==> config.mk <==
export PLATFORM = sky130hd
export DESIGN_NAME = lrc_rate_limiter
export DESIGN_NICKNAME = d
export VERILOG_FILES = /design/src/rtl/lrc_pkg.sv /design/src/rtl/lrc_prescaler.sv /design/src/rtl/lrc_ladder.sv /design/src/rtl/lrc_duty_meter.sv /design/src/rtl/lrc_rate_div.sv /design/src/rtl/lrc_step_index.sv /design/src/rtl/lrc_rate_limiter.sv
export SDC_FILE = /design/constraint.sdc
export NUM_CORES = 1
export LEC_CHECK = 0
export ABC_AREA = 1
export BUFFER_PORTS_ARGS = -buffer_cell sky130_fd_sc_hd__buf_2
export CAP_MARGIN = 20
export CORE_MARGIN = 2
export CORE_UTILIZATION = 45
export DETAILED_ROUTE_END_ITERATION = 12
export SYNTH_ARGS = -nofsm -noshare
export SYNTH_HDL_FRONTEND = slang
export SYNTH_SLANG_ARGS = --single-unit
==> constraint.sdc <==
create_clock -name clk -period 2.7 [get_ports clk]
set_input_delay 0.54 -clock clk [delete_from_list [all_inputs] [get_ports clk]]
set_output_delay 0.54 -clock clk [all_outputs]
set_load 0.03 [all_outputs]
==> src/rtl/lrc_pkg.sv <==
// Package: shared types and helpers for the load-response rate limiter.
// Assumes nothing beyond IEEE 1800-2017 packages.
package lrc_pkg;

    // Direction of index stepping decided once per PWM period.
    typedef enum logic [1:0] {
        DIR_HOLD = 2'd0,
        DIR_UP   = 2'd1,
        DIR_DOWN = 2'd2
    } step_dir_t;

    // Largest of four divider limits, used to size the divider counter.
    function automatic int max_of4(input int a, input int b, input int c, input int d);
        int m;
        m = a;
        if (b > m) m = b;
        if (c > m) m = c;
        if (d > m) m = d;
        return m;
    endfunction

endpackage

==> src/rtl/lrc_prescaler.sv <==
// Module: free-running prescaler that defines the PWM period.
// Counts 0..2^CNT_W-1 and wraps; flags the last clock of a period and the
// last clock of every 2^TEST_W-clock sub-period. Assumes TEST_W < CNT_W.
module lrc_prescaler #(
    parameter int CNT_W  = 8,
    parameter int TEST_W = 4
) (
    input  logic             clk,
    input  logic             rst_n,
    output logic [CNT_W-1:0] cnt_o,
    output logic             period_end_o,
    output logic             sub_end_o
);

    logic [CNT_W-1:0] cnt_q;

    // Advance the period counter every clock, clearing it on reset.
    always_ff @(posedge clk) begin
        if (!rst_n) cnt_q <= '0;
        else        cnt_q <= cnt_q + 1'b1;
    end

    // Decode period and sub-period boundaries from the current count.
    always_comb begin
        period_end_o = &cnt_q;
        sub_end_o    = &cnt_q[TEST_W-1:0];
    end

    assign cnt_o = cnt_q;

endmodule

==> src/rtl/lrc_ladder.sv <==
// Module: digital duty ladder.
// Turns the index into a rung level BASE_LVL+idx (in 1/2^LVL_W units of a
// period), drives the digital PWM from the prescaler's top LVL_W bits, and
// gives the same level in clock counts for the duty comparison.
// Assumes BASE_LVL + IDX_MAX <= 2^LVL_W so the top rung is exactly 100%.
module lrc_ladder #(
    parameter int CNT_W    = 8,
    parameter int LVL_W    = 4,
    parameter int IDX_W    = 4,
    parameter int BASE_LVL = 5
) (
    input  logic [LVL_W-1:0] cnt_hi_i,
    input  logic [IDX_W-1:0] idx_i,
    output logic             dig_on_o,
    output logic [CNT_W:0]   thr_o
);

    localparam int LW = CNT_W + 1;
    localparam int SH = CNT_W - LVL_W;

    logic [CNT_W:0] level;

    // Compute the rung level, the digital PWM bit and the clock-count threshold.
    always_comb begin
        level    = LW'(BASE_LVL) + LW'(idx_i);
        dig_on_o = (LW'(cnt_hi_i) < level);
        thr_o    = level << SH;
    end

endmodule

==> src/rtl/lrc_duty_meter.sv <==
// Module: per-period duty measurement of the raw regulation bit.
// Counts high samples across one period and, at the period's last clock,
// compares the total with the rung threshold to choose the next direction.
// Assumes period_end_i pulses for exactly one clock per period.
module lrc_duty_meter #(
    parameter int CNT_W = 8
) (
    input  logic                clk,
    input  logic                rst_n,
    input  logic                pwm_i,
    input  logic                period_end_i,
    input  logic [CNT_W:0]      thr_i,
    output lrc_pkg::step_dir_t  dir_o
);

    import lrc_pkg::*;

    localparam int LW = CNT_W + 1;

    logic [CNT_W:0] acc_q;
    logic [CNT_W:0] total;
    step_dir_t      dir_q;
    step_dir_t      dir_next;

    // Form this period's total and the direction it implies.
    always_comb begin
        total = acc_q + LW'(pwm_i);
        if (total > thr_i)      dir_next = DIR_UP;
        else if (total < thr_i) dir_next = DIR_DOWN;
        else                    dir_next = DIR_HOLD;
    end

    // Accumulate samples and latch the direction at each period boundary.
    always_ff @(posedge clk) begin
        if (!rst_n) begin
            acc_q <= '0;
            dir_q <= DIR_HOLD;
        end else if (period_end_i) begin
            acc_q <= '0;
            dir_q <= dir_next;
        end else begin
            acc_q <= total;
        end
    end

    assign dir_o = dir_q;

endmodule

==> src/rtl/lrc_rate_div.sv <==
// Module: step-rate divider.
// Counts divider ticks while a direction is active and emits a one-clock
// step when the count reaches the active limit. Slow stepping uses the
// pin-selected limit, otherwise FAST_TICKS. Restarts on direction change.
// Assumes all limits are at least 1.
module lrc_rate_div #(
    parameter int RATE_00    = 264,
    parameter int RATE_01    = 198,
    parameter int RATE_10    = 132,
    parameter int RATE_11    = 66,
    parameter int FAST_TICKS = 4
) (
    input  logic               clk,
    input  logic               rst_n,
    input  logic               tick_i,
    input  lrc_pkg::step_dir_t dir_i,
    input  logic               slow_i,
    input  logic [1:0]         rsel_i,
    output logic               step_o
);

    import lrc_pkg::*;

    localparam int MAXR  = max_of4(max_of4(RATE_00, RATE_01, RATE_10, RATE_11),
                                   FAST_TICKS, 1, 1);
    localparam int DIV_W = $clog2(MAXR + 1);

    logic [DIV_W-1:0] div_q;
    logic [DIV_W-1:0] limit;
    logic [DIV_W:0]   div_inc;
    logic             reached;
    logic             dir_changed;
    step_dir_t        prev_q;

    // Pick the active limit from the pin code or the fast ratio.
    always_comb begin
        if (slow_i) begin
            case (rsel_i)
                2'b00:   limit = DIV_W'(RATE_00);
                2'b01:   limit = DIV_W'(RATE_01);
                2'b10:   limit = DIV_W'(RATE_10);
                default: limit = DIV_W'(RATE_11);
            endcase
        end else begin
            limit = DIV_W'(FAST_TICKS);
        end
    end

    // Decide whether this tick completes a step.
    always_comb begin
        div_inc     = {1'b0, div_q} + 1'b1;
        reached     = (div_inc >= {1'b0, limit});
        dir_changed = (dir_i != prev_q);
        step_o      = tick_i && (dir_i != DIR_HOLD) && !dir_changed && reached;
    end

    // Count ticks, restarting on hold, on a direction change and after a step.
    always_ff @(posedge clk) begin
        if (!rst_n) begin
            div_q  <= '0;
            prev_q <= DIR_HOLD;
        end else begin
            prev_q <= dir_i;
            if (dir_i == DIR_HOLD || dir_changed) div_q <= '0;
            else if (tick_i)                      div_q <= reached ? '0 : div_inc[DIV_W-1:0];
        end
    end

endmodule

==> src/rtl/lrc_step_index.sv <==
// Module: saturating up/down ladder index.
// Moves one rung per step strobe in the given direction, holding at 0 and
// at IDX_MAX. Assumes IDX_MAX fits in IDX_W bits.
module lrc_step_index #(
    parameter int IDX_W   = 4,
    parameter int IDX_MAX = 11
) (
    input  logic               clk,
    input  logic               rst_n,
    input  logic               step_i,
    input  lrc_pkg::step_dir_t dir_i,
    output logic [IDX_W-1:0]   idx_o
);

    import lrc_pkg::*;

    logic [IDX_W-1:0] idx_q;

    // Apply a step within the 0..IDX_MAX range.
    always_ff @(posedge clk) begin
        if (!rst_n) begin
            idx_q <= '0;
        end else if (step_i) begin
            if (dir_i == DIR_UP && idx_q < IDX_W'(IDX_MAX))  idx_q <= idx_q + 1'b1;
            else if (dir_i == DIR_DOWN && idx_q != '0)       idx_q <= idx_q - 1'b1;
        end
    end

    assign idx_o = idx_q;

endmodule

==> src/rtl/lrc_rate_limiter.sv <==
// Module: load-response duty-cycle rate limiter (top).
// Limits how fast the field-drive duty can rise: the raw regulation bit is
// ANDed with a stepped digital rung whose index climbs at a selectable rate
// and falls at a fast rate, a floor pulse is ORed in, and two enables
// qualify the result. Assumes all inputs are synchronous to clk.
module lrc_rate_limiter #(
    parameter int CNT_W      = 8,
    parameter int LVL_W      = 4,
    parameter int IDX_W      = 4,
    parameter int BASE_LVL   = 5,
    parameter int IDX_MAX    = 11,
    parameter int MIN_ON     = 8,
    parameter int TEST_W     = 4,
    parameter int RATE_00    = 264,
    parameter int RATE_01    = 198,
    parameter int RATE_10    = 132,
    parameter int RATE_11    = 66,
    parameter int FAST_TICKS = 4
) (
    input  logic clk,
    input  logic rst_n,
    input  logic pwm_raw_i,
    input  logic rsel1_i,
    input  logic rsel2_i,
    input  logic test_i,
    input  logic hi_speed_i,
    input  logic below_min_i,
    input  logic start_i,
    input  logic vreg_ok_i,
    input  logic no_dump_i,
    input  logic poll_ok_i,
    output logic gate_en_o
);

    import lrc_pkg::*;

    logic [CNT_W-1:0] cnt_q;
    logic             period_end;
    logic             sub_end;
    logic             tick_w;
    logic [IDX_W-1:0] idx_q;
    logic             dig_on;
    logic [CNT_W:0]   thr;
    step_dir_t        meas_dir;
    step_dir_t        eff_dir;
    logic             slow_w;
    logic             step_w;
    logic             boot_hold_q;
    logic             min_on;

    lrc_prescaler #(
        .CNT_W  (CNT_W),
        .TEST_W (TEST_W)
    ) u_presc (
        .clk          (clk),
        .rst_n        (rst_n),
        .cnt_o        (cnt_q),
        .period_end_o (period_end),
        .sub_end_o    (sub_end)
    );

    lrc_ladder #(
        .CNT_W    (CNT_W),
        .LVL_W    (LVL_W),
        .IDX_W    (IDX_W),
        .BASE_LVL (BASE_LVL)
    ) u_ladder (
        .cnt_hi_i (cnt_q[CNT_W-1 -: LVL_W]),
        .idx_i    (idx_q),
        .dig_on_o (dig_on),
        .thr_o    (thr)
    );

    lrc_duty_meter #(
        .CNT_W (CNT_W)
    ) u_meter (
        .clk          (clk),
        .rst_n        (rst_n),
        .pwm_i        (pwm_raw_i),
        .period_end_i (period_end),
        .thr_i        (thr),
        .dir_o        (meas_dir)
    );

    // Hold the startup rate limit from reset or ignition-on until regulation.
    always_ff @(posedge clk) begin
        if (!rst_n)         boot_hold_q <= 1'b1;
        else if (start_i)   boot_hold_q <= 1'b1;
        else if (vreg_ok_i) boot_hold_q <= 1'b0;
    end

    // Choose tick source, effective direction and slow/fast stepping.
    always_comb begin
        tick_w  = test_i ? sub_end : period_end;
        eff_dir = below_min_i ? DIR_DOWN : meas_dir;
        slow_w  = (eff_dir == DIR_UP) && (!hi_speed_i || boot_hold_q);
    end

    lrc_rate_div #(
        .RATE_00    (RATE_00),
        .RATE_01    (RATE_01),
        .RATE_10    (RATE_10),
        .RATE_11    (RATE_11),
        .FAST_TICKS (FAST_TICKS)
    ) u_div (
        .clk    (clk),
        .rst_n  (rst_n),
        .tick_i (tick_w),
        .dir_i  (eff_dir),
        .slow_i (slow_w),
        .rsel_i ({rsel2_i, rsel1_i}),
        .step_o (step_w)
    );

    lrc_step_index #(
        .IDX_W   (IDX_W),
        .IDX_MAX (IDX_MAX)
    ) u_index (
        .clk    (clk),
        .rst_n  (rst_n),
        .step_i (step_w),
        .dir_i  (eff_dir),
        .idx_o  (idx_q)
    );

    // Combine the live bit, the rung, the floor pulse and the enables.
    always_comb begin
        min_on    = (cnt_q < CNT_W'(MIN_ON));
        gate_en_o = rst_n && no_dump_i && poll_ok_i && ((pwm_raw_i && dig_on) || min_on);
    end

endmodule

==> results_dict.tcl <==
set metrics [dict create \
    status "complete, no violations" \
    fp.dieArea_mm2 0.005443 \
    synth-xor-area-share_pct 6.796 \
    cts_max_path_buffers 2 \
    r2r-end "u_index.idx_o[1]" \
    ant_nets 0 \
    timing.fmax_mhz 387.2 \
    cts_sinks 35 \
    setup.worst_path.class "reg2out" \
    most-common-layout-cells "nand2_1 (47), dfxtp_1 (33), inv_1 (32)" \
    detail_route.drc_violations 0 \
    final_util_pct 54.41 \
    cpMaxStageDelayCell "dfxtp_4" \
    initial_utilization_pct 46.38 \
    port_buffers 12 \
    r2r_slack_ns 0.31 \
    synthCells 288 \
    drv_cap 0 \
    end_kind "output pin" \
    hold_start "vreg_ok_i" \
    ys_ff_latch 35 \
    synth-simple-area-share_pct 26.27 \
    num_vias 1897 \
    grt_pass1_wl_mm 7.679 \
    path_clk_slew_ns 0.08 \
    clock_skew_ns 0.009608 \
    tightest_slew_ns 0.5481 \
    htree_levels 2 \
    yosysSeqAreaShare_pct 31.98 \
    cts_inserted_buffers 5 \
    finalNetCount 352 \
    cp_data_arrival_time_ns 2.04 \
    holdPathStages 2 \
    finalCriticalPeriod_ns 2.583 \
    p_leak_uw 0.001117 \
    synth_fp_nets 326 \
    yosysUniqueCellTypes 32 \
    insertion_delay_ns 0.29 \
    finalSetupViolCount 0 \
    hold_path.class "in2reg" \
    holdPathEnd "boot_hold_q" \
    drt_pre_antenna_iters 4 \
    grt_remaining_overflow 0 \
    synthAdderAreaFrac_pct 15.19 \
    syn_area_per_cell_um2 7.607 \
    r2r_cells 14 \
    vias_per_cell 4.966 \
    synth_top_area_cell "dfxtp_1" \
    die_h_um 73.78 \
    grt_antenna_before_repair 0 \
    grt_pass1_vias 1783 \
    slew_headroom_pct 63.45 \
    max_stage_delay_ns 0.39 \
    cp_max_fo 5 \
    required_ns 2.16 \
    core-area_mm2 0.004723 \
    area_growth_pct 17.30 \
    tritoncts "yes" \
    grt_max_degree 13 \
    pin_count 13 \
    yosysWarnings 0 \
    synth_top_area_share_pct 31.98 \
    routed_wl_mm 4.457 \
    hold_viol 0 \
    final_common_cell "nand2_1" \
    n_antenna_cell 0 \
    power.density_mw_per_mm2 409.3 \
    synth_top_family_by_area "simple AND/OR/NAND/NOR gates" \
    cp_cell_sequence "inv_6 -> ha_4 -> inv_4 -> ha_4 -> o21a_1 -> o21ai_1 -> nand2_1 -> a21oi_2 -> o21ai_1 -> a21oi_1 -> buf_4" \
    routedWlPerCell_um 11.67 \
    first_iter_violations 75 \
    muxShareOfSynthArea_pct 0 \
    drive_above_1_share_pct 18.73 \
    ctsHoldBuffers 0 \
    die_w_um 73.78 \
    rows 25 \
    gp_congestion 0.7887 \
    dpl.hpwl_mm 3.433 \
    irDropWorstVdd_mv 0.2431 \
    crit_path_start_kind "flop" \
    period_share_pct 95.65 \
    slew_viol_final 0 \
    netlist_area_mm2 0.002191 \
    grt_use_total_pct 18.28 \
    synth_compound_gate_area_share_pct 12.68 \
    root_buffer "clkbuf_8" \
    whs_ns 0.4169 \
    r2r_start "u_div.div_q[0]" \
    synthTopCellsByArea "dfxtp_1 (32%), ha_1 (14%), nand2_1 (8.1%)" \
]
==> power breakdown <==
group | total, µW | switching (µW) | internal [µW]
registers | 526 | 4.28 | 522
clock network | 475 | 201 | 275
logic | 49.9 | 30.5 | 19.4
total | 1050 | 235 | 816
==> kinds of logic after synthesis <==
family          Yosys count
compound gates           48
xor+xnor                 17
fa+ha+maj                26
buf+inv                  41
flops                    35
simple gates            121
==> metal layers <==
metal / track usage, % / wire (µm) / vias to the layer above
li1: - / - / 1007
met1: 22.12 / 2041 / 852
met2: 31.45 / 2167 / 32
met3: 4.115 / 174 / 6
met4: 6.667 / 73 / 0
met5: 0 / 0 / -
==> Yosys cell counts (all sizes together) <==
cell	instances
dfxtp	35
o21ai	12
clkinv	2
inv	36
xor2	11
xnor2	6
nor4	2
a21oi	30
buf	1
o21bai	2
nand4	11
nand2	54
o21a	3
nor3	6
clkbuf	2
a211oi	1
ha	25
nand3	17
nor2	30
fa	1
nor3b	1
==> worst max-delay path, delay by kind of cell, from the launching register on <==
| family | cells | cell delay (ns) |
|---|---|---|
| adder cells (fa/ha/maj) | 2 | 0.45 |
| AO/OA/AOI/OAI | 5 | 0.57 |
| flip-flops | 1 | 0.39 |
| AND/OR/NAND/NOR | 1 | 0.08 |
| buffers and inverters | 3 | 0.26 |
==> how the worst max path moves through the flow <==
stage | from | endpoint | slack, ns
after floorplan | u_index.idx_o[0] | gate_en_o | 0.10
after global placement | below_min_i | u_index.idx_o[1] | 0.008
after detailed placement | below_min_i | u_index.idx_o[3] | -0.06
after CTS | u_index.idx_o[1] | gate_en_o | 0.005
after global routing | u_index.idx_o[0] | gate_en_o | -0.009
final | u_index.idx_o[0] | gate_en_o | 0.12
==> area by class of cell <==
type                    instances  area (µm²)
clock inverters                 3       43.79
multi-input cells             212        1378
clock buffers                   5       68.82
well taps                      67       83.83
inverters                      38       150.1
fillers                       449        2153
repair buffers                 22       137.6
flip-flops and latches         35       708.2
==> state kept, by name (all words and copies together), names as in the netlist <==
register       cells
boot_hold_q        1
u_div.div_q        9
u_div.prev_q       2
u_index.idx_o      4
u_meter.acc_q      9
u_meter.dir_o      2
u_presc.cnt_o      8
==> through the flow <==
stage	setup TNS, ns	area (µm²)	std cells	power, µW	setup slack, ns
final	0	2570	382	1052	0.1174
after global routing	-0.008824	2570	382	1099	-0.008824
after CTS	0	2490	378	1073	0.005209
after detailed placement	-0.2263	2367	370	590.5	-0.06082
after global placement	0	2367	370	589.3	0.007795
after floorplan	0	2191	288	571.7	0.1037
==> repair_timing <==
| item | in CTS | in global routing |
|---|---|---|
| setup endpoints to repair | 1 | 4 |
| gates cloned | 0 | 0 |
| pin swaps | 0 | 5 |
| hold endpoints to repair | 0 | 0 |
| gates resized for setup | 6 | 13 |
| setup buffers | 0 | 4 |
(Power assumes the default switching activity.)
